==> config.mk <==
export PLATFORM = sky130hd
export DESIGN_NAME = crc_byte_engine
export DESIGN_NICKNAME = d
export VERILOG_FILES = /design/src/rtl/crc_byte_engine.sv
export SDC_FILE = /design/constraint.sdc
export NUM_CORES = 1
export LEC_CHECK = 0
export BUFFER_PORTS_ARGS = -buffer_cell sky130_fd_sc_hd__buf_2
export CORE_MARGIN = 4
export CORE_UTILIZATION = 40
export DETAILED_ROUTE_END_ITERATION = 12
export HOLD_SLACK_MARGIN = 0.03
export PLACE_DENSITY_LB_ADDON = 0.12
export SYNTH_ARGS = -nofsm -noshare
export SYNTH_HDL_FRONTEND = slang
export SYNTH_SLANG_ARGS = --single-unit
export TNS_END_PERCENT = 30
==> constraint.sdc <==
create_clock -name clk -period 3.62 [get_ports clk]
set_input_delay 0 -clock clk [delete_from_list [all_inputs] [get_ports clk]]
set_output_delay 0 -clock clk [all_outputs]
set_load 0.05 [all_outputs]
==> src/rtl/crc_byte_engine.sv <==
module crc_byte_engine #(
  parameter logic [15:0] POLY_A = 16'h0007,
  parameter logic [15:0] POLY_B = 16'h8005,
  parameter logic [15:0] POLY_C = 16'h1021,
  parameter int          BYTE_W = 8,
  parameter int          CRC_W  = 16
) (
  input  logic              clk,
  input  logic              rst_n,
  input  logic              cfg_we,
  input  logic [1:0]        cfg_poly_sel,
  input  logic              cfg_lsb_first,
  input  logic              cfg_clear,
  input  logic              din_valid,
  input  logic [BYTE_W-1:0] din,
  output logic [CRC_W-1:0]  crc_out
);
  localparam int NARROW_W = 8;
  localparam logic [CRC_W-1:0] NARROW_MASK = CRC_W'((1 << NARROW_W) - 1);

  function automatic logic [CRC_W-1:0] flip(input logic [CRC_W-1:0] p, input int w);
    logic [CRC_W-1:0] q;
    q = '0;
    for (int i = 0; i < CRC_W; i++)
      if (i < w) q[w-1-i] = p[i];
    return q;
  endfunction

  localparam logic [CRC_W-1:0] RPOLY_A = flip(POLY_A, NARROW_W);
  localparam logic [CRC_W-1:0] RPOLY_B = flip(POLY_B, CRC_W);
  localparam logic [CRC_W-1:0] RPOLY_C = flip(POLY_C, CRC_W);

  logic [1:0]       sel_q;
  logic             lsb_q;
  logic [CRC_W-1:0] crc_q, crc_nxt, poly, rpoly;
  logic             sel_ok, sel_change;

  assign poly  = (sel_q == 2'd0) ? POLY_A  : (sel_q == 2'd1) ? POLY_B  : POLY_C;
  assign rpoly = (sel_q == 2'd0) ? RPOLY_A : (sel_q == 2'd1) ? RPOLY_B : RPOLY_C;
  assign sel_ok     = (cfg_poly_sel != 2'd3);
  assign sel_change = sel_ok && (cfg_poly_sel != sel_q);

  always_comb begin
    crc_nxt = crc_q;
    if (lsb_q) begin
      crc_nxt = crc_q ^ CRC_W'(din);
      for (int b = 0; b < BYTE_W; b++)
        crc_nxt = crc_nxt[0] ? ((crc_nxt >> 1) ^ rpoly) : (crc_nxt >> 1);
    end else if (sel_q == 2'd0) begin
      crc_nxt = (crc_q ^ CRC_W'(din)) & NARROW_MASK;
      for (int b = 0; b < BYTE_W; b++)
        crc_nxt = crc_nxt[NARROW_W-1] ? (((crc_nxt << 1) & NARROW_MASK) ^ poly)
                                      : ((crc_nxt << 1) & NARROW_MASK);
    end else begin
      crc_nxt = crc_q ^ {din, {(CRC_W-BYTE_W){1'b0}}};
      for (int b = 0; b < BYTE_W; b++)
        crc_nxt = crc_nxt[CRC_W-1] ? ((crc_nxt << 1) ^ poly) : (crc_nxt << 1);
    end
  end

  always_ff @(posedge clk or negedge rst_n) begin
    if (!rst_n) begin
      sel_q <= 2'd0;
      lsb_q <= 1'b0;
      crc_q <= '0;
    end else if (cfg_we) begin
      if (sel_ok) sel_q <= cfg_poly_sel;
      lsb_q <= cfg_lsb_first;
      if (cfg_clear || sel_change) crc_q <= '0;
    end else if (din_valid) begin
      crc_q <= crc_nxt;
    end
  end

  assign crc_out = crc_q;

  AST_NARROW_UPPER_ZERO: assert property (@(posedge clk) disable iff (!rst_n)
    (sel_q == 2'd0) |-> (crc_out[CRC_W-1:NARROW_W] == '0));
  AST_CLEAR_ZEROES: assert property (@(posedge clk) disable iff (!rst_n)
    (cfg_we && cfg_clear) |=> (crc_out == '0));
  AST_SEL_CHANGE_ZEROES: assert property (@(posedge clk) disable iff (!rst_n)
    (cfg_we && sel_change) |=> (crc_out == '0));
  AST_IDLE_HOLDS: assert property (@(posedge clk) disable iff (!rst_n)
    (!cfg_we && !din_valid) |=> $stable(crc_out));
  AST_SEL_RESERVED_KEEPS: assert property (@(posedge clk) disable iff (!rst_n)
    (cfg_we && !sel_ok) |=> $stable(sel_q));
  AST_SAME_SEL_KEEPS: assert property (@(posedge clk) disable iff (!rst_n)
    (cfg_we && !cfg_clear && !sel_change) |=> $stable(crc_out));
endmodule

=== Word level (Yosys, flattened, before mapping) ===
Cells that the tools add are included.

* Register bits after elaboration: 19
* Input bits: 16
* Output and inout bits: 16
* Word-level logic and storage cells: 72

* Equality and inequality tests: 4
* Multiplexer cells: 33
* Bitwise gates (word level): 26
* Reductions and logical operators: 6

{| class="wikitable"
|+ Operators with widths
! kind !! count
|-
| two-way mux 16 bit || 25
|-
| bitwise XOR 16 bit || 9
|-
| bitwise XOR 15 x 16 -> 16 bit || 8
|-
| two-way mux 8 bit || 7
|-
| bitwise XOR 8 bit || 7
|-
| bitwise XOR 16 x 8 -> 16 bit || 1
|-
| bitwise XOR 8 x 16 -> 16 bit || 1
|-
| two-way mux 14 bit || 1
|-
| AND reduction 2 bit || 2
|-
| == test 2 x 1 -> 1 bit, second input constant || 1
|-
| logical NOT 2 bit || 1
|-
| inequality test 2 x 1 -> 1 bit, second input constant || 1
|-
| inequality test 2 bit || 1
|-
| inequality test 2 bit, second input constant || 1
|-
| nonzero test 2 bit || 1
|-
| logical AND 1 bit || 1
|-
| logical OR 1 bit || 1
|}

=== Logic depth before layout (Yosys ltp) ===
Gate-level depths: netlist (run 1).

* Word-level depth: 23
* Mapped depth: 11

=== Worst setup path after synthesis (run 1) ===
Ideal clock, no wire load.

* Kind: register to register
* Start point: register crc_q[4] (netlist: crc_out[4])
* End point: register crc_q[5] (netlist: crc_out[5])
* Setup time: 0.127 ns
* Arrival time: 2.818 ns
* Required time: 3.493 ns
* Path slack: 0.675 ns
* Stages on the path, launching flop included: 10
* Buffers on the path: 0
* Period minus slack after synthesis: 2.945 ns
* Path through: dfrtp_1 -> xor2_2 -> xnor3_2 -> xnor2_1 -> o21ai_2 -> xnor3_2 -> xnor2_1 -> o22ai_1 -> xnor2_1 -> o21ai_1

* Word-level cells in the longest chain between the ends: 20
* Elaborated cells between the ends (all ways): 35
* Those cells by class: mux (20); bitwise (15)

{| class="wikitable"
|+ RTL lines
! what !! RTL line !! text
|-
| from (decl) || 35 || <nowiki>logic [CRC_W-1:0] crc_q, crc_nxt, poly, rpoly;</nowiki>
|-
| from (signal assigned) || 71 || <nowiki>crc_q <= crc_nxt;</nowiki>
|-
| bitwise XOR 16 x 8 -> 16 bit (*) || 50 || <nowiki>crc_nxt = (crc_q ^ CRC_W'(din)) & NARROW_MASK;</nowiki>
|-
| bitwise XOR 8 bit || 52 || <nowiki>crc_nxt = crc_nxt[NARROW_W-1] ? (((crc_nxt << 1) & NARROW_MASK) ^ poly)</nowiki>
|-
| two-way mux 8 bit || 52 ||
|-
| bitwise XOR 8 bit || 52 ||
|-
| two-way mux 8 bit || 52 ||
|-
| bitwise XOR 8 bit || 52 ||
|-
| two-way mux 8 bit (2 in series) || 52 ||
|-
| bitwise XOR 8 bit || 52 ||
|-
| (+3 left out) || -- ||
|-
| bitwise XOR 8 bit || 52 ||
|-
| two-way mux 8 bit || 52 ||
|-
| bitwise XOR 8 x 16 -> 16 bit || 52 ||
|-
| two-way mux 16 bit || 52 ||
|-
| two-way mux 16 bit || 49 || <nowiki>end else if (sel_q == 2'd0) begin</nowiki>
|-
| two-way mux 16 bit (*) || 45 || <nowiki>if (lsb_q) begin</nowiki>
|-
| two-way mux 16 bit (*) || 70 || <nowiki>end else if (din_valid) begin</nowiki>
|-
| two-way mux 16 bit (*) || 66 || <nowiki>end else if (cfg_we) begin</nowiki>
|}

Every way passes the cells marked *; elsewhere a longest branch is shown, timed or not. The select of a mux whose other input is x is not followed.
A chain may end at the register's enable or synchronous reset.

=== Final worst setup path (run 1) ===
Same ends and word-level chain as after synthesis.

==> impl_metrics.csv, run 1 <==
group,metric,value,unit
global_routing,grt_usage,0.2212,
worst_setup_path,worstSetupPathType,"flip-flop to flip-flop",
synthesis,synthCells,290,
routing,dr.first_iter.drc_count,152,
routing,met1_length,3585,um
synthesis,syn_nets,306,
sta,final-max-slew-violation-count,0,
synthesis,synth_ff_type,"dfrtp_1",
sta,finClkSkew,5.300,ps
place,pre_cts_ws,797.2,ps
sta,rsz0062_at_grt,"false",
worst_setup_path,worst_setup_path_end_kind,"flip-flop",
sta,relSlewSlack,0.3217,
layout,final_cell_mix,"52 x xnor2_1, 31 x xor2_1, 31 x buf_2, 28 x nand2_1, 22 x nor2_1",
job,max_cap_violations,0,
clocking,numCtsBuffers,3,
sta,worst_pin_slew,1017,ps
sta,fmax,0.3498,GHz
floorplan,die_w,86.56,um
synthesis,ys_seq_area_frac,0.1926,
layout,area_growth,17.44,%
floorplan,die_h,86.56,um
place,globalplace.congestion,0.9360,
place,port_buffers,31,
synthesis,synth_enable_flop_cells,0,
outcome,status,"completed",
clocking,clock_latency,270,ps
sta,setup_violations,0,
global_routing,overflow,0,
routing,wl,7828,um
power,peakVddDrop,0.4803,mV
sta,fin_ws,761.6,ps
power,power,3.243,mW
min_path,hold_class,"input port to flip-flop",
routing,antenna_left,0,
floorplan,coreArea,0.005956,mm^2
power,p_leak,1.216,nW
sta,fin_setup_tns,0,ps
floorplan,die-area,0.007493,mm^2
clocking,cts.root.buffer_cell,"clkbuf_8",
global_routing,grt_max_degree,31,
clocking,cts_tree,"yes",
routing,wl_per_cell,19.23,um
clocking,postCtsSetupRepairBufs,0,
clocking,cts_hold_buf,6,
synthesis,postSynth.asyncResetShare,1.000,
layout,diodes,0,
worst_setup_path,crit_arrival,3020,ps
floorplan,pin_count,32,
clocking,cts_max_level,1,
synthesis,synth_area_leaders,"dfrtp_1 19%, xnor2_1 18%, xor2_1 11%",
synthesis,ys_ff_latch,19,
global_routing,grt_pass1_vias,2288,
routing,drt_drc_violations_left,0,
layout,nNetsFinal,349,
sta,hold_violations,0,
layout,instances_no_fill,407,
floorplan,start_util,0.4145,
synthesis,avgSynthCellArea,8.512,um^2
clocking,cts.repair.resized,0,
routing,via_per_inst,5.671,
synthesis,yosys.area.top_type_share,0.1926,
sta,period_minus_slack,2858,ps
place,dp_hpwl,5684,um
layout,drive_gt1_frac,0.2139,
global_routing,antenna_found_initial,0,
clocking,cts.clk_slew.worst_paths,90,ps
layout,mostFrequentLayoutCell,"xnor2_1",
floorplan,rows,28,
worst_setup_path,path_max_fanout,5,
synthesis,synth.largest_area_cell,"dfrtp_1",
synthesis,yosysWarnings,0,
routing,vias,2308,
synthesis,syn-cell-area,0.002469,mm^2
sta,fin_crit_sh,0.7896,
clocking,cts_sinks,19,
power,power.density,1119,mW/mm^2
routing,top_layer,"met4",
routing,met3_length,602,um
synthesis,ys_types,46,
place,dp_cells,397,
global_routing,grt_pass1_wl,12790,um
routing,drtPass1Iterations,4,
routing,wl_met2,3500,um
worst_setup_path,crit_path_start_kind,"flip-flop",
clocking,cts_max_path_buffers,2,
worst_setup_path,cp.required,3780,ps
==> synthesized netlist by cell type, types with 6 or more instances <==
master,instances
a21oi_1,16
a221oi_1,6
a22o_1,7
a22oi_1,6
clkbuf_1,14
dfrtp_1,19
nand2_1,28
nor2_1,22
o21ai_0,19
xnor2_1,52
xnor2_2,9
xor2_1,31
==> flip-flops by register name, indices dropped and copies added (netlist names) <==
signal and count:
crc_out 16, sel_q 2, lsb_q 1
==> critical path, cell delays in order (launching register included) <==
cell     delay (ps)
dfrtp_1         460
xor2_2          330
xnor3_2         530
xnor2_1         160
o21ai_2         260
xnor3_2         500
xnor2_1         140
o22ai_1         150
xnor2_1         140
o21ai_1          80
==> area by class of cell <==
cell class,count,area [um^2]
tap,75,93.84
fill,587,3057
clock buffer,3,41.29
timing repair buffer,56,357.8
inverter,2,7.507
clock inverter,1,7.507
multi-input combinational,251,1916
sequential,19,475.5
==> routing by layer <==
metal  GRT usage  up-vias
li1            -     1107
met1      0.3228     1089
met2      0.3387       97
met3     0.03612       15
met4     0.05666        0
met5           0        -
==> cells by family (layout without fill, tap and decap cells) <==
logic type                Yosys count  after routing  synth area share
buffers and inverters              20             62           0.03143
AOI/OAI and AO/OA                  84             84            0.2347
xor gates and xnor gates           98             98            0.4090
and+or+nand+nor                    64             64            0.1105
muxes                               5              5           0.02179
DFF                                19             19            0.1926
==> final timing paths <==
check	startpoint	end	cells past startpoint	slack [ps]
setup / recovery	crc_out[4]	crc_out[5]	9	760
hold / removal	cfg_we	sel_q[1]	3	120
setup reg to reg	crc_out[4]	crc_out[5]	9	760
hold reg to reg	crc_out[9]	crc_out[9]	1	600
max in group asynchronous	rst_n	crc_out[10]	2	3040
min in group asynchronous	rst_n	crc_out[0]	2	230
==> stage by stage <==
stage,cell area (um^2),util,hold WS (ps)
3_5_place_dp,2790,0.4685,0.1656
4_1_cts,2899,0.4868,117.1
3_3_place_gp,2790,0.4685,1.048
5_1_grt,2899,0.4868,175.3
2_1_floorplan,2469,-,-295.6
6_report,2899,0.4868,115.8
==> report_power, final <==
part	internal [mW]	switching [mW]	total [mW]
logic	1.17	1.49	2.66
registers	0.279	0.142	0.421
clock network	0.0781	0.0888	0.167
total	1.53	1.72	3.24
No activity file was read; power rests on OpenSTA's default activity.
==> run 2, diff against run 1 <==
Clock period 3.62 ns to 2.99 ns, I/O delays scaled along.
==> run 2 against run 1 <==
Hold slack worse by 68 ps. Clock skew down 3.4 ps. Power up 24%. Maximum frequency up 3.6%. Sequential power up 18%. Largest cell class unchanged. Largest power group unchanged.
==> impl_metrics.csv, run 2 (synthesized netlist as in run 1, its figures left out) <==
group,metric,value,unit
worst_setup_path,critPathSlowestCell,"xnor3_2",
floorplan,coreArea,0.005956,mm^2
worst_setup_path,crit_path_start_kind,"flip-flop",
worst_setup_path,critPathLaunch,"crc_out[1]",
routing,antenna_left,0,
sta,fin_crit_sh,0.9228,
floorplan,rows,28,
sta,fin_setup_tns,0,ps
global_routing,grt_max_degree,31,
place,port_buffers,31,
outcome,status,"completed",
power,p_switching,2.093,mW
sta,fin_ws,230.9,ps
layout,fillerInstances,607,
routing,drtPass1Iterations,4,
floorplan,die_h,86.56,um
layout,instances_no_fill,413,
layout,largest_reg_flops,16,
sta,period_minus_slack,2759,ps
floorplan,die-area,0.007493,mm^2
power,power,4.013,mW
sta,relSlewSlack,0.3487,
layout,final_cell_mix,"52 x xnor2_1, 31 x xor2_1, 31 x buf_2, 28 x nand2_1, 26 x buf_4",
sta,hold_ws,48.05,ps
min_path,min_from,"cfg_we",
sta,fmax,0.3624,GHz
sta,setup_violations,0,
layout,diodes,0,
worst_setup_path,crit_top_cell,"xnor2_1",
power,seqPwrFrac,0.124,
worst_setup_path,crit_family,"XOR/XNOR gates",
sta,finClkSkew,1.891,ps
power,comb_power_share,0.829,
worst_setup_path,cp_slowest_stage_delay,510,ps
power,peakVddDrop,0.6356,mV
layout,drive_gt1_frac,0.2337,
layout,mostFrequentLayoutCell,"xnor2_1",
worst_setup_path,r2r_end,"crc_out[5]",
worst_setup_path,crit_arrival,2910,ps
worst_setup_path,path_buf_inv,0,
place,globalplace.congestion,0.9307,
job,max_cap_violations,0,
power,p_clk_frac,0.047,
clocking,cts.clk_slew.worst_paths,80,ps
min_path,holdPathEnd,"lsb_q",
worst_setup_path,cp_cell_sequence,"xor2_1, xnor2_2, xnor2_1, o21ai_2, xnor3_2, xnor2_1, o22ai_1, xnor2_1, o21ai_1",
clocking,cts_sinks,19,
clocking,cts_max_path_buffers,2,
routing,dr.first_iter.drc_count,171,
global_routing,overflow,0,
worst_setup_path,rr_startpoint,"crc_out[1]",
clocking,clock_latency,260,ps
routing,via_per_inst,5.576,
sta,rsz0062_at_grt,"false",
worst_setup_path,r2r_setup_slack,230,ps
global_routing,grt_usage,0.2189,
layout,nNetsFinal,355,
global_routing,antenna_found_initial,0,
clocking,cts.root.buffer_cell,"clkbuf_8",
power,p_leak,1.253,nW
layout,area_growth,19.46,%
sta,worst_pin_slew,976.9,ps
sta,hold_violations,0,
place,dp_hpwl,5869,um
floorplan,pin_count,32,
worst_setup_path,cp.required,3140,ps
worst_setup_path,worstSetupPathType,"flip-flop to flip-flop",
worst_setup_path,worst_setup_path_end_kind,"flip-flop",
power,switching_share,0.5215,
worst_setup_path,rr_worst_depth,9,
place,dp_cells,405,
floorplan,die_w,86.56,um
global_routing,grt_pass1_vias,2235,
place,pre_cts_ws,281.2,ps
min_path,whs_path_depth,2,
sta,final-max-slew-violation-count,0,
routing,drt_drc_violations_left,0,
clocking,cts_max_level,1,
power,internal_power,1.920,mW
clocking,cts_tree,"yes",
global_routing,grt_pass1_wl,12590,um
clocking,numCtsBuffers,3,
power,power.density,1361,mW/mm^2
floorplan,start_util,0.4145,
routing,vias,2303,
worst_setup_path,path_max_fanout,6,
min_path,hold_class,"input port to flip-flop",
routing,wl,7715,um
routing,wl_per_cell,18.68,um
run 2: cell types whose count changed in the layout (fill, tap and decap cells not counted), sizes merged:
cell	previous run	this run
buf	50	58
clkinvlp	1	0
clkinv	0	1
dlygate4sd3	6	4
run 2: power by group through the flow:
stage | Clock (mW) | Combinational, mW | Sequential, mW
after CTS | 0.196 | 3.32 | 0.497
after global routing | 0.204 | 3.60 | 0.517
after floorplan | 0 | 2.29 | 0.716
after detailed placement | 0 | 3.30 | 0.502
final | 0.189 | 3.33 | 0.496
after global placement | 0 | 3.32 | 0.498
run 2: stage by stage:
stage / util / area, um^2
after floorplan: - / 2469
after global placement: 0.4807 / 2863
after detailed placement: 0.4807 / 2863
after CTS: 0.4952 / 2949
after global routing: 0.4952 / 2949
final: 0.4952 / 2949
run 2: cell type report:
cell class	instances	area (um^2)	share of cell area
Multi-Input combinational cell	251	1916	0.6496
Sequential cell	19	475.5	0.1612
Timing Repair Buffer	62	410.4	0.1392
Tap cell	75	93.84	0.03182
Clock buffer	3	41.29	0.01400
Inverter	2	7.507	0.002546
Clock inverter	1	5.005	0.001697
run 2: worst reg2reg max path: cells and delay by family, from the launching register on:
| family | cells | cell delay (ps) |
|---|---|---|
| XOR/XNOR | 6 | 1660 |
| AO/OA/AOI/OAI | 3 | 510 |
| flip-flops | 1 | 480 |
run 2: worst max-delay path by stage:
| stage | depth (start not counted) | endpoint |
|---|---|---|
| 4_1_cts | 9 | crc_out[5] |
| 5_1_grt | 9 | crc_out[5] |
| 2_1_floorplan | 9 | crc_out[5] |
| 3_3_place_gp | 9 | crc_out[5] |
| 6_report | 9 | crc_out[5] |
| 3_5_place_dp | 9 | crc_out[5] |
run 2: routing by layer:
metal / vias to the layer above / share of wire / routed length [um] / global-route usage
li1: 1118 / - / - / -
met1: 1103 / 0.46 / 3587 / 0.3144
met2: 74 / 0.45 / 3510 / 0.3491
met3: 8 / 0.064 / 491 / 0.03612
met4: 0 / 0.016 / 126 / 0.03966
met5: - / 0 / 0 / 0
run 2: repair_timing:
item,in CTS,in global routing
buffers inserted,0,0
setup endpoints to repair,0,0
gates resized for setup,0,0
hold endpoints to repair,22,0
hold buffers,4,0
==> run 3, diff against run 2 <==
Settings changed: ABC_AREA set to 1.
==> run 3 against run 2 <==
Register-to-register slack worse by 40 ps. Utilization fell by 2.1 points. Hold slack gained 170 ps. Via count is 64% higher. Largest power group unchanged. Critical path type unchanged. Sequential share of layout area down 3.2 points. Synthesized area rose by 30%. Non-clock buffer count down 7. Cell count grew 71%. First-iteration DRC count increased by 130%. Clock power is 17% higher. Clock skew increased by 5.5 ps. Combinational power increased by 6.3%.
==> impl_metrics.csv, run 3 <==
group,metric,value,unit
outcome,status,"completed",
synthesis,syn_nets,573,
power,power,4.249,mW
layout,seqCellArea,476.7,um^2
sta,final-max-slew-violation-count,0,
synthesis,postSynth.asyncResetShare,1.000,
place,dp_hpwl,8884,um
synthesis,synth_ff_type,"dfrtp_1",
clocking,cts_max_path_buffers,2,
synthesis,ys_seq_area_frac,0.1487,
layout,largest_reg_flops,16,
worst_setup_path,endpoint,"crc_out[5]",
synthesis,synth_enable_flop_cells,0,
worst_setup_path,worstSetupPathType,"flip-flop to flip-flop",
power,power.density,1153,mW/mm^2
worst_setup_path,rr_startpoint,"sel_q[0]",
synthesis,synthTopCellsByCount,"202 x nand2_1, 53 x inv_1, 52 x nand3_1, 38 x o21ai_0, 34 x xor2_1",
routing,via_per_inst,5.360,
sta,hold_ws,215.0,ps
floorplan,die_h,97.42,um
worst_setup_path,cp.required,3180,ps
routing,dr.first_iter.drc_count,387,
sta,fin_crit_sh,0.9368,
sta,relSlewSlack,0.5774,
layout,area_growth,15.26,%
sta,fmax,0.3570,GHz
floorplan,coreArea,0.007767,mm^2
worst_setup_path,crit_path_start_kind,"flip-flop",
sta,finClkSkew,7.355,ps
power,peakVddDrop,0.5666,mV
layout,diodes,0,
sta,worst_pin_slew,633.9,ps
floorplan,pin_count,32,
synthesis,synth.most_common_cell,"nand2_1",
clocking,cts_tree,"yes",
sta,setup_violations,0,
power,p_leak,1.956,nW
place,globalplace.congestion,0.9408,
clocking,cts.root.buffer_cell,"clkbuf_8",
global_routing,grt_pass1_vias,3326,
floorplan,die-area,0.009490,mm^2
worst_setup_path,path_max_fanout,9,
sta,fin_setup_tns,0,ps
synthesis,synth_area_leaders,"nand2_1 24%, dfrtp_1 15%, xor2_1 9.3%",
place,port_buffers,31,
layout,multi_input_area,0.002441,mm^2
synthesis,avgSynthCellArea,5.742,um^2
job,max_cap_violations,0,
sta,period_minus_slack,2801,ps
synthesis,synthCells,557,
clocking,cts_max_level,1,
synthesis,syn-cell-area,0.003198,mm^2
routing,wl,11760,um
clocking,numCtsBuffers,3,
global_routing,grt_usage,0.2366,
global_routing,grt_max_degree,31,
layout,mostFrequentLayoutCell,"nand2_1",
synthesis,synth.largest_area_cell,"nand2_1",
global_routing,antenna_found_initial,0,
clocking,cts.clk_slew.worst_paths,100,ps
worst_setup_path,worst_setup_path_end_kind,"flip-flop",
floorplan,die_w,97.42,um
layout,fillerInstances,850,
layout,nNetsFinal,621,
routing,antenna_left,0,
routing,vias,3784,
layout,final_cell_mix,"201 x nand2_1, 53 x inv_1, 51 x nand3_1, 37 x o21ai_0, 34 x xor2_1",
clocking,clock_latency,280,ps
worst_setup_path,critPathLaunch,"sel_q[0]",
global_routing,overflow,0,
worst_setup_path,rr_worst_depth,19,
worst_setup_path,crit_arrival,2990,ps
synthesis,yosysWarnings,0,
sta,hold_violations,0,
global_routing,grt_pass1_wl,17860,um
floorplan,start_util,0.4117,
synthesis,yosys.area.top_type_share,0.2371,
synthesis,ys_types,36,
routing,drt_drc_violations_left,0,
floorplan,rows,32,
clocking,cts_sinks,19,
routing,drtPass1Iterations,5,
worst_setup_path,r2r_end,"crc_out[5]",
min_path,hold_class,"input port to asynchronous set/reset pin",
layout,drive_gt1_frac,0.1755,
worst_setup_path,r2r_setup_slack,190,ps
routing,wl_per_cell,16.66,um
synthesis,ys_ff_latch,19,
run 3: how the worst min path moves through the flow:
stage          start         end  slack (ps)  cells after the start
5_1_grt        rst_n    sel_q[1]         260                      2
2_1_floorplan  rst_n  crc_out[0]        -300                      0
6_report       rst_n       lsb_q         220                      2
4_1_cts        rst_n       lsb_q         230                      2
3_5_place_dp   rst_n  crc_out[7]           8                      1
3_3_place_gp   rst_n       lsb_q        -0.3                      1
run 3: report_power, final:
part	internal, mW	switching [mW]	total, mW
registers	0.343	0.142	0.485
clock network	0.0950	0.127	0.222
logic	1.08	2.46	3.54
total	1.52	2.73	4.25
run 3: repair_timing:
action,CTS,global route
endpoints found under the setup margin,0,10
gates resized for setup,0,5
hold buffers,8,0
endpoints found under the hold margin,22,0
buffers inserted,0,6
run 3: worst max-delay path, cell delays in order (launching register included):
cell and delay [ps]:
dfrtp_1 460, inv_2 160, nor2_8 230, buf_4 170, xor2_1 220, nand3_4 140, nand2_4 120, nand2_4 70
nand2_4 120, nand2_2 80, nand3_2 90, nand2_2 110, nand2_2 100, nand2_4 90, nand2_1 80, nand2_1 40
nor2_1 210, nor2_1 90, nand2_1 70, nand2_1 40
run 3: metal layers:
layer | vias to the layer above | track usage | routed length (um)
met1 | 1718 | 0.3389 | 5398
met5 | - | 0 | 0
met2 | 162 | 0.3790 | 5261
met3 | 23 | 0.02513 | 844
li1 | 1881 | - | -
met4 | 0 | 0.05857 | 260
run 3: cells by family after synthesis:
group	Yosys count	share of synthesized area
simple gates	335	0.4902
flops	19	0.1487
buf+inv	75	0.09390
compound gates	84	0.1467
xor+xnor	44	0.1205
run 3: layout make-up:
cell class / instances / area share
Multi-Input combinational cell: 464 / 0.6623
Clock buffer: 3 / 0.01120
Tap cell: 102 / 0.03462
Clock inverter: 1 / 0.002037
Timing Repair Buffer: 55 / 0.09742
Inverter: 62 / 0.06314
Sequential cell: 19 / 0.1293
run 3: through the flow:
step | instances | worst slack, ps | utilization | instance area [um^2]
final | 706 | 189.1 | 0.4745 | 3686
after global routing | 706 | -0.3619 | 0.4745 | 3686
after CTS | 699 | 150.5 | 0.4657 | 3617
after detailed placement | 687 | 173.7 | 0.4491 | 3488
after global placement | 687 | 175.7 | 0.4491 | 3488
after floorplan | 557 | 415.2 | - | 3198
